### config.mk
export PLATFORM = sky130hd
export DESIGN_NAME = split_unified_timer
export DESIGN_NICKNAME = d
export VERILOG_FILES = /design/src/rtl/tmr_pkg.sv /design/src/rtl/tmr_regs.sv /design/src/rtl/tmr_mode_fsm.sv /design/src/rtl/tmr_count.sv /design/src/rtl/split_unified_timer.sv
export SDC_FILE = /design/constraint.sdc
export NUM_CORES = 1
export LEC_CHECK = 0
export BUFFER_PORTS_ARGS = -buffer_cell sky130_fd_sc_hd__buf_2
export CORE_MARGIN = 3
export CORE_UTILIZATION = 35
export CTS_BUF_LIST = sky130_fd_sc_hd__clkbuf_16
export DETAILED_ROUTE_END_ITERATION = 16
export GPL_ROUTABILITY_DRIVEN = 0
export PLACE_DENSITY = 0.62
export SLEW_MARGIN = 10
export SYNTH_ARGS = -nofsm -noshare
export SYNTH_HDL_FRONTEND = slang
export SYNTH_HIERARCHICAL = 1
export SYNTH_SLANG_ARGS = --single-unit
### constraint.sdc
create_clock -name clk -period 2.95 [get_ports clk]
set_input_delay 0.7375 -clock clk [delete_from_list [all_inputs] [get_ports clk]]
set_output_delay 0.7375 -clock clk [all_outputs]
set_load 0.03 [all_outputs]
### src/rtl/tmr_pkg.sv
package tmr_pkg;
    typedef enum logic [0:0] {
        MODE_SPLIT   = 1'b0,
        MODE_UNIFIED = 1'b1
    } mode_e;

    localparam int CFG_UNIFY_BIT = 0;
    localparam int CFG_HOLD_BIT  = 1;

    localparam int ADR_CFG    = 0;
    localparam int ADR_MAT_LO = 1;
    localparam int ADR_MAT_HI = 2;
    localparam int ADR_REL_LO = 3;
    localparam int ADR_REL_HI = 4;
endpackage

### src/rtl/tmr_regs.sv
module tmr_regs
    import tmr_pkg::*;
#(
    parameter int HALF_W = 16,
    parameter int DATA_W = 32,
    parameter int ADDR_W = 3
) (
    input  logic              clk,
    input  logic              rst_n,
    input  logic              wr_valid,
    input  logic              wr_word,
    input  logic [ADDR_W-1:0] wr_addr,
    input  logic [DATA_W-1:0] wr_data,
    input  mode_e             mode,
    input  logic              wrap_lo,
    input  logic              wrap_hi,
    output logic              wr_err,
    output logic              cfg_unify,
    output logic              cfg_hold,
    output logic [HALF_W-1:0] mat_lo,
    output logic [HALF_W-1:0] mat_hi
);
    logic [HALF_W-1:0] rel_lo, rel_hi;
    logic wr_ok, sel_cfg, sel_mlo, sel_mhi, sel_rlo, sel_rhi;
    logic rl_lo, rl_hi;
    logic unused_upper;

    assign unused_upper = ^wr_data[DATA_W-1:HALF_W];

    always_comb begin
        wr_ok   = wr_valid & wr_word;
        wr_err  = wr_valid & ~wr_word;
        sel_cfg = wr_ok && (wr_addr == ADDR_W'(ADR_CFG));
        sel_mlo = wr_ok && (wr_addr == ADDR_W'(ADR_MAT_LO));
        sel_mhi = wr_ok && (wr_addr == ADDR_W'(ADR_MAT_HI));
        sel_rlo = wr_ok && (wr_addr == ADDR_W'(ADR_REL_LO));
        sel_rhi = wr_ok && (wr_addr == ADDR_W'(ADR_REL_HI));
        rl_lo   = wrap_lo & ~cfg_hold;
        rl_hi   = wrap_hi & ((mode == MODE_UNIFIED) ? ~cfg_hold : 1'b1);
    end

    always_ff @(posedge clk or negedge rst_n) begin
        if (!rst_n) begin
            cfg_unify <= 1'b0;
            cfg_hold  <= 1'b0;
            mat_lo    <= '0;
            mat_hi    <= '0;
            rel_lo    <= '0;
            rel_hi    <= '0;
        end else begin
            if (sel_cfg) begin
                cfg_unify <= wr_data[CFG_UNIFY_BIT];
                cfg_hold  <= wr_data[CFG_HOLD_BIT];
            end
            if (sel_mlo)    mat_lo <= wr_data[HALF_W-1:0];
            else if (rl_lo) mat_lo <= rel_lo;
            if (sel_mhi)    mat_hi <= wr_data[HALF_W-1:0];
            else if (rl_hi) mat_hi <= rel_hi;
            if (sel_rlo)    rel_lo <= wr_data[HALF_W-1:0];
            if (sel_rhi)    rel_hi <= wr_data[HALF_W-1:0];
        end
    end

    // a rejected write leaves the configuration untouched
    assert_err_keeps_cfg_R7: assert property (@(posedge clk) disable iff (!rst_n)
        wr_err |=> $stable({cfg_unify, cfg_hold}));

    // a bus write to the low match register beats a same-cycle reload
    assert_bus_beats_reload_R9: assert property (@(posedge clk) disable iff (!rst_n)
        sel_mlo |=> (mat_lo == $past(wr_data[HALF_W-1:0])));

    // hold keeps the low match register through a wrap
    assert_hold_blocks_lo_R6: assert property (@(posedge clk) disable iff (!rst_n)
        (wrap_lo && cfg_hold && !sel_mlo) |=> $stable(mat_lo));
endmodule

### src/rtl/tmr_mode_fsm.sv
module tmr_mode_fsm
    import tmr_pkg::*;
(
    input  logic  clk,
    input  logic  rst_n,
    input  logic  cfg_unify,
    output mode_e mode,
    output logic  clear
);
    mode_e state_q, state_d;

    always_ff @(posedge clk or negedge rst_n) begin
        if (!rst_n) state_q <= MODE_SPLIT;
        else        state_q <= state_d;
    end

    always_comb begin
        state_d = state_q;
        unique case (state_q)
            MODE_SPLIT:   if (cfg_unify)  state_d = MODE_UNIFIED;
            MODE_UNIFIED: if (!cfg_unify) state_d = MODE_SPLIT;
            default:      state_d = MODE_SPLIT;
        endcase
    end

    always_comb begin
        mode  = state_q;
        clear = (state_d != state_q);
    end

    // every clear cycle is followed by a change of mode
    assert_clear_moves_mode_R8: assert property (@(posedge clk) disable iff (!rst_n)
        clear |=> (mode != $past(mode)));
endmodule

### src/rtl/tmr_count.sv
module tmr_count
    import tmr_pkg::*;
#(
    parameter int HALF_W = 16
) (
    input  logic              clk,
    input  logic              rst_n,
    input  mode_e             mode,
    input  logic              clear,
    input  logic              en_lo,
    input  logic              en_hi,
    input  logic [HALF_W-1:0] mat_lo,
    input  logic [HALF_W-1:0] mat_hi,
    output logic [HALF_W-1:0] cnt_lo,
    output logic [HALF_W-1:0] cnt_hi,
    output logic              wrap_lo,
    output logic              wrap_hi,
    output logic              hit_lo,
    output logic              hit_hi
);
    localparam int FULL_W = 2 * HALF_W;
    localparam logic [HALF_W-1:0] HALF_MAX = '1;

    logic [FULL_W-1:0] full_nxt;
    logic lo_top, hi_top, lo_eq, hi_eq;

    always_comb begin
        lo_top   = (cnt_lo == HALF_MAX);
        hi_top   = (cnt_hi == HALF_MAX);
        lo_eq    = (cnt_lo == mat_lo);
        hi_eq    = (cnt_hi == mat_hi);
        full_nxt = {cnt_hi, cnt_lo} + 1'b1;
        wrap_lo  = 1'b0;
        wrap_hi  = 1'b0;
        hit_lo   = 1'b0;
        hit_hi   = 1'b0;
        if (!clear) begin
            unique case (mode)
                MODE_SPLIT: begin
                    wrap_lo = en_lo & lo_top;
                    wrap_hi = en_hi & hi_top;
                    hit_lo  = en_lo & lo_eq;
                    hit_hi  = en_hi & hi_eq;
                end
                MODE_UNIFIED: begin
                    wrap_lo = en_lo & lo_top & hi_top;
                    wrap_hi = en_lo & lo_top & hi_top;
                    hit_lo  = en_lo & lo_eq & hi_eq;
                end
                default: ;
            endcase
        end
    end

    always_ff @(posedge clk or negedge rst_n) begin
        if (!rst_n) begin
            cnt_lo <= '0;
            cnt_hi <= '0;
        end else if (clear) begin
            cnt_lo <= '0;
            cnt_hi <= '0;
        end else if (mode == MODE_UNIFIED) begin
            if (en_lo) {cnt_hi, cnt_lo} <= full_nxt;
        end else begin
            if (en_lo) cnt_lo <= cnt_lo + 1'b1;
            if (en_hi) cnt_hi <= cnt_hi + 1'b1;
        end
    end

    // in split mode the high half only moves with its own enable
    assert_no_carry_R2: assert property (@(posedge clk) disable iff (!rst_n)
        (mode == MODE_SPLIT && !clear && !en_hi) |=> $stable(cnt_hi));

    // a wrapping low half lands on zero
    assert_wrap_zero_R2: assert property (@(posedge clk) disable iff (!rst_n)
        wrap_lo |=> (cnt_lo == '0));

    // unified carry crosses into the high half
    assert_carry_cross_R3: assert property (@(posedge clk) disable iff (!rst_n)
        (mode == MODE_UNIFIED && !clear && en_lo && cnt_lo == HALF_MAX)
        |=> (cnt_hi == HALF_W'($past(cnt_hi) + 1'b1)));

    // a clear cycle leaves both halves at zero
    assert_clear_zero_R8: assert property (@(posedge clk) disable iff (!rst_n)
        clear |=> (cnt_lo == '0 && cnt_hi == '0));

    // no high match pulse in unified mode
    assert_unified_hi_quiet_R4: assert property (@(posedge clk) disable iff (!rst_n)
        (mode == MODE_UNIFIED) |-> !hit_hi);
endmodule

### src/rtl/split_unified_timer.sv
module split_unified_timer
    import tmr_pkg::*;
#(
    parameter int HALF_W = 16,
    parameter int DATA_W = 32,
    parameter int ADDR_W = 3
) (
    input  logic              clk,
    input  logic              rst_n,
    input  logic              wr_valid,
    input  logic              wr_word,
    input  logic [ADDR_W-1:0] wr_addr,
    input  logic [DATA_W-1:0] wr_data,
    output logic              wr_err,
    input  logic              en_lo,
    input  logic              en_hi,
    output logic [HALF_W-1:0] cnt_lo,
    output logic [HALF_W-1:0] cnt_hi,
    output logic              match_lo,
    output logic              match_hi
);
    mode_e mode;
    logic clear, cfg_unify, cfg_hold, wrap_lo, wrap_hi;
    logic [HALF_W-1:0] mat_lo, mat_hi;

    tmr_regs #(.HALF_W(HALF_W), .DATA_W(DATA_W), .ADDR_W(ADDR_W)) u_regs (
        .clk(clk), .rst_n(rst_n), .wr_valid(wr_valid), .wr_word(wr_word),
        .wr_addr(wr_addr), .wr_data(wr_data), .mode(mode),
        .wrap_lo(wrap_lo), .wrap_hi(wrap_hi), .wr_err(wr_err),
        .cfg_unify(cfg_unify), .cfg_hold(cfg_hold),
        .mat_lo(mat_lo), .mat_hi(mat_hi)
    );

    tmr_mode_fsm u_fsm (
        .clk(clk), .rst_n(rst_n), .cfg_unify(cfg_unify),
        .mode(mode), .clear(clear)
    );

    tmr_count #(.HALF_W(HALF_W)) u_cnt (
        .clk(clk), .rst_n(rst_n), .mode(mode), .clear(clear),
        .en_lo(en_lo), .en_hi(en_hi), .mat_lo(mat_lo), .mat_hi(mat_hi),
        .cnt_lo(cnt_lo), .cnt_hi(cnt_hi), .wrap_lo(wrap_lo), .wrap_hi(wrap_hi),
        .hit_lo(match_lo), .hit_hi(match_hi)
    );
endmodule

==> metrics <==
run status=finished, final reports clean; uppermost metal layer occupied by signal nets=met5; Antenna Diode Count=0; GR Util All Layers=15.5%; dominant cells by area after synthesis=sky130_fd_sc_hd__dfrtp_1 (47%), sky130_fd_sc_hd__mux2_4 (11%), sky130_fd_sc_hd__mux2_2 (11%); Routed WL per cell=18.1 um; net count after synthesis=464; Data arrival, critical path=2.13 ns; synthesized netlist cell count=421; number of core rows=44; post-synthesis cell type with the largest combined area=sky130_fd_sc_hd__dfrtp_1; clock latency reported for the late side of the worst-skew pair=0.34 ns; clock tree from TritonCTS=built; cell-by-cell trace of the critical path=buf_4 > xor2_1 > nor4_1 > nand4_1 > buf_6 > a2111oi_4 > buf_6; reg2reg path depth=9; fraction of power consumed by the clock network=29.3%; worst clock skew=0.00823 ns; clock buffers created by TritonCTS=9; Die H=128 um; I/O Buffers=59; Slew @ Worst Pin=1.11 ns; share of synthesized area occupied by flip-flops and latches=47.2%; unrepaired setup endpoints after global routing=yes; final global-route overflow total=0; Met1 Wirelength=5890 um; maximum vdd drop=0.000283 V; critical path's top delay family=buffers and inverters; Routed met2 length=5800 um; antenna violations before repair=2; Synth warnings=6; proportion of netlist area held by the largest area contributor=47.2%; worst slew margin relative to its limit=25.6%; count of final setup violators=0; TritonCTS Sinks=99; start-to-end type of the worst setup path=reg -> out; worst endpoint required time=2.21 ns; largest fanout on the critical path=7; most frequent cell after synthesis=sky130_fd_sc_hd__dfrtp_1; share of power burned in combinational logic=23.4%; full die area=16,500 sq um; count of max-cap constraint violations=0; DPL Wire Length=8960 um; H-tree lvl count=3; end of the worst register-to-register path=u_regs/mat_hi[7]; Initial Util=36.0%; highest clock rate=0.349 GHz; post-DR vias/cell=5.25; crit end category=output port; number of vias after detailed routing=3,609; clock root cell=sky130_fd_sc_hd__clkbuf_16; register bit total from synthesis=99; combined area of all synthesized cells=5250 sq um; layout net count=541; cell repeated most along the worst path=sky130_fd_sc_hd__buf_6; number of enable-type register cells in the synthesized netlist=0; Floorplan Core Area=14,600 sq um; crit path max-delay cell type=sky130_fd_sc_hd__dfrtp_2; max-slew violation count=0; fin crit period=2.87 ns; Top FF cell, synth=sky130_fd_sc_hd__dfrtp_1; Buf+Inv Stages, Crit Path=3; net switching component of the power=1.18 mW; peak per-stage delay on the critical path=0.40 ns; Clock transition at path regs=0.07 ns; Cell Pwr Density=627 nW/um^2; first-pass GRT wire length=19,700 um; Syn Area/Cell=12.5 sq um; io pins=76; Die X=128 um; leak pwr=2.99 nW; 1st-iter DRT viols=222; ratio of final minimum period to clock period=97.2%; area added between synthesis and finish=18.7%; design internal power=2.73 mW; final hold viol count=0; Cell variety after synth=42; length of routed met3 wiring=563 um; worst hold-check slack=0.377 ns; final total negative setup slack=0 ns; Crit Reg-Reg Startpoint=u_cnt/cnt_hi[8]; Detail Route Antenna Nets=0; commonest cells in the netlist=sky130_fd_sc_hd__dfrtp_1 (99), sky130_fd_sc_hd__mux2_2 (49), sky130_fd_sc_hd__xor2_1 (41); type of origin of the critical path=register; share of flip-flops with an asynchronous set or reset after synthesis=100%; number of detailed-routing iterations run before antenna repair=4; largest net degree at the start of global routing=44; DRC violations left=0; fraction of layout cells with a size suffix above 1=41.0%; vias in the first global route=3,663; Seq pwr share=47.3%; Register-to-Register Setup Slack=0.10 ns; fraction of power spent switching nets=30.1%; Max Buffers Root-to-Sink=2; wire length reported by the detailed router=12,500 um; kind of path behind the tightest hold check=in -> async
sequential cells by signal, summed over array words and instances (netlist names):
name and count:
u_regs/cfg_unify 1, u_regs/rel_hi 16, u_regs/mat_hi 16, u_regs/rel_lo 16, u_cnt/cnt_lo 16, u_regs/mat_lo 16, u_cnt/cnt_hi 16, u_fsm/mode 1
u_regs/cfg_hold 1
per-layer routing:
| metal | GRT usage [%] | up-vias |
|---|---|---|
| met1 | 21.4 | 1841 |
| met5 | 0 | - |
| met2 | 23.6 | 71 |
| li1 | - | 1679 |
| met3 | 3.82 | 14 |
| met4 | 5.93 | 4 |
cells in the final DEF (no fill, tap or decap), types with 3 or more instances in the layout:
master,n
sky130_fd_sc_hd__nor4_1,4
sky130_fd_sc_hd__nor4_2,3
sky130_fd_sc_hd__or3_1,10
sky130_fd_sc_hd__mux2_4,40
sky130_fd_sc_hd__buf_2,57
sky130_fd_sc_hd__o31ai_1,7
sky130_fd_sc_hd__dfrtp_2,4
sky130_fd_sc_hd__nor3_1,6
sky130_fd_sc_hd__mux2_2,49
sky130_fd_sc_hd__mux2_1,10
sky130_fd_sc_hd__nand2_1,16
sky130_fd_sc_hd__buf_6,3
sky130_fd_sc_hd__nand4_1,10
sky130_fd_sc_hd__dfrtp_1,95
sky130_fd_sc_hd__inv_1,8
sky130_fd_sc_hd__xnor2_1,6
sky130_fd_sc_hd__a31oi_1,3
sky130_fd_sc_hd__nand3_1,13
sky130_fd_sc_hd__xor2_1,40
sky130_fd_sc_hd__o21ai_0,9
sky130_fd_sc_hd__nor2_1,20
sky130_fd_sc_hd__a21oi_1,17
sky130_fd_sc_hd__buf_4,23
sky130_fd_sc_hd__or4_1,7
sky130_fd_sc_hd__clkbuf_16,9
cell families after synthesis:
family                     count (synthesis)  share of synthesized area [%]
AOI/OAI and AO/OA                         42                           4.84
and+or+nand+nor                          105                           12.2
buffers and inverters                     25                           2.89
DFF                                       99                           47.2
xor gates and xnor gates                  47                           7.85
muxes                                    101                           24.5
adders and majority gates                  2                          0.477
per-stage QoR:
| stage | cells | utilization [%] | power, mW | setup WS [ns] | instance area (sq um) |
|---|---|---|---|---|---|
| after floorplan | 421 | - | 2.46 | 0.00259 | 5260 |
| after global placement | 667 | 40.1 | 2.71 | 0.175 | 5850 |
| after detailed placement | 667 | 40.1 | 2.76 | 0.130 | 5850 |
| after CTS | 684 | 42.2 | 3.93 | 0.0136 | 6160 |
| after global routing | 687 | 42.7 | 4.11 | -0.0915 | 6230 |
| final | 687 | 42.7 | 3.91 | 0.0839 | 6230 |
area by class of cell:
class | count | area (sq um)
Multi-Input combinational cell | 298 | 2700
Tap cell | 184 | 230
Fill cell | 1321 | 8360
Clock buffer | 9 | 225
Inverter | 6 | 22.5
Timing Repair Buffer | 84 | 512
Sequential cell | 99 | 2480
Clock inverter | 7 | 61.3
how the worst max path moves through the flow:
stage                startpoint           endpoint  cells past startpoint
3_5_place_dp    u_cnt/cnt_hi[8]   u_regs/mat_lo[8]                      8
2_1_floorplan  u_cnt/cnt_hi[10]  u_regs/mat_lo[10]                     10
6_report        u_cnt/cnt_hi[7]           match_lo                      7
5_1_grt         u_cnt/cnt_hi[8]  u_regs/mat_hi[12]                      9
4_1_cts         u_cnt/cnt_hi[8]           match_lo                      7
3_3_place_gp    u_cnt/cnt_hi[7]  u_regs/mat_lo[10]                      8
power groups by stage:
stage,sequential (mW),clock (mW),combinational (mW)
floorplan,1.83,0,0.628
global placement,1.85,0,0.856
detailed placement,1.87,0,0.889
CTS,1.85,1.18,0.904
global route,1.88,1.23,0.998
finish,1.85,1.14,0.915
timing repair:
action                                  CTS  global route
pin swaps                                 2             4
hold endpoints to repair                  0             0
hold buffers                              0             0
resized for setup                         3             8
endpoints found under the setup margin    1            14
gates cloned                              0             1
buffers inserted                          1             2
(Power assumes the default switching activity.)
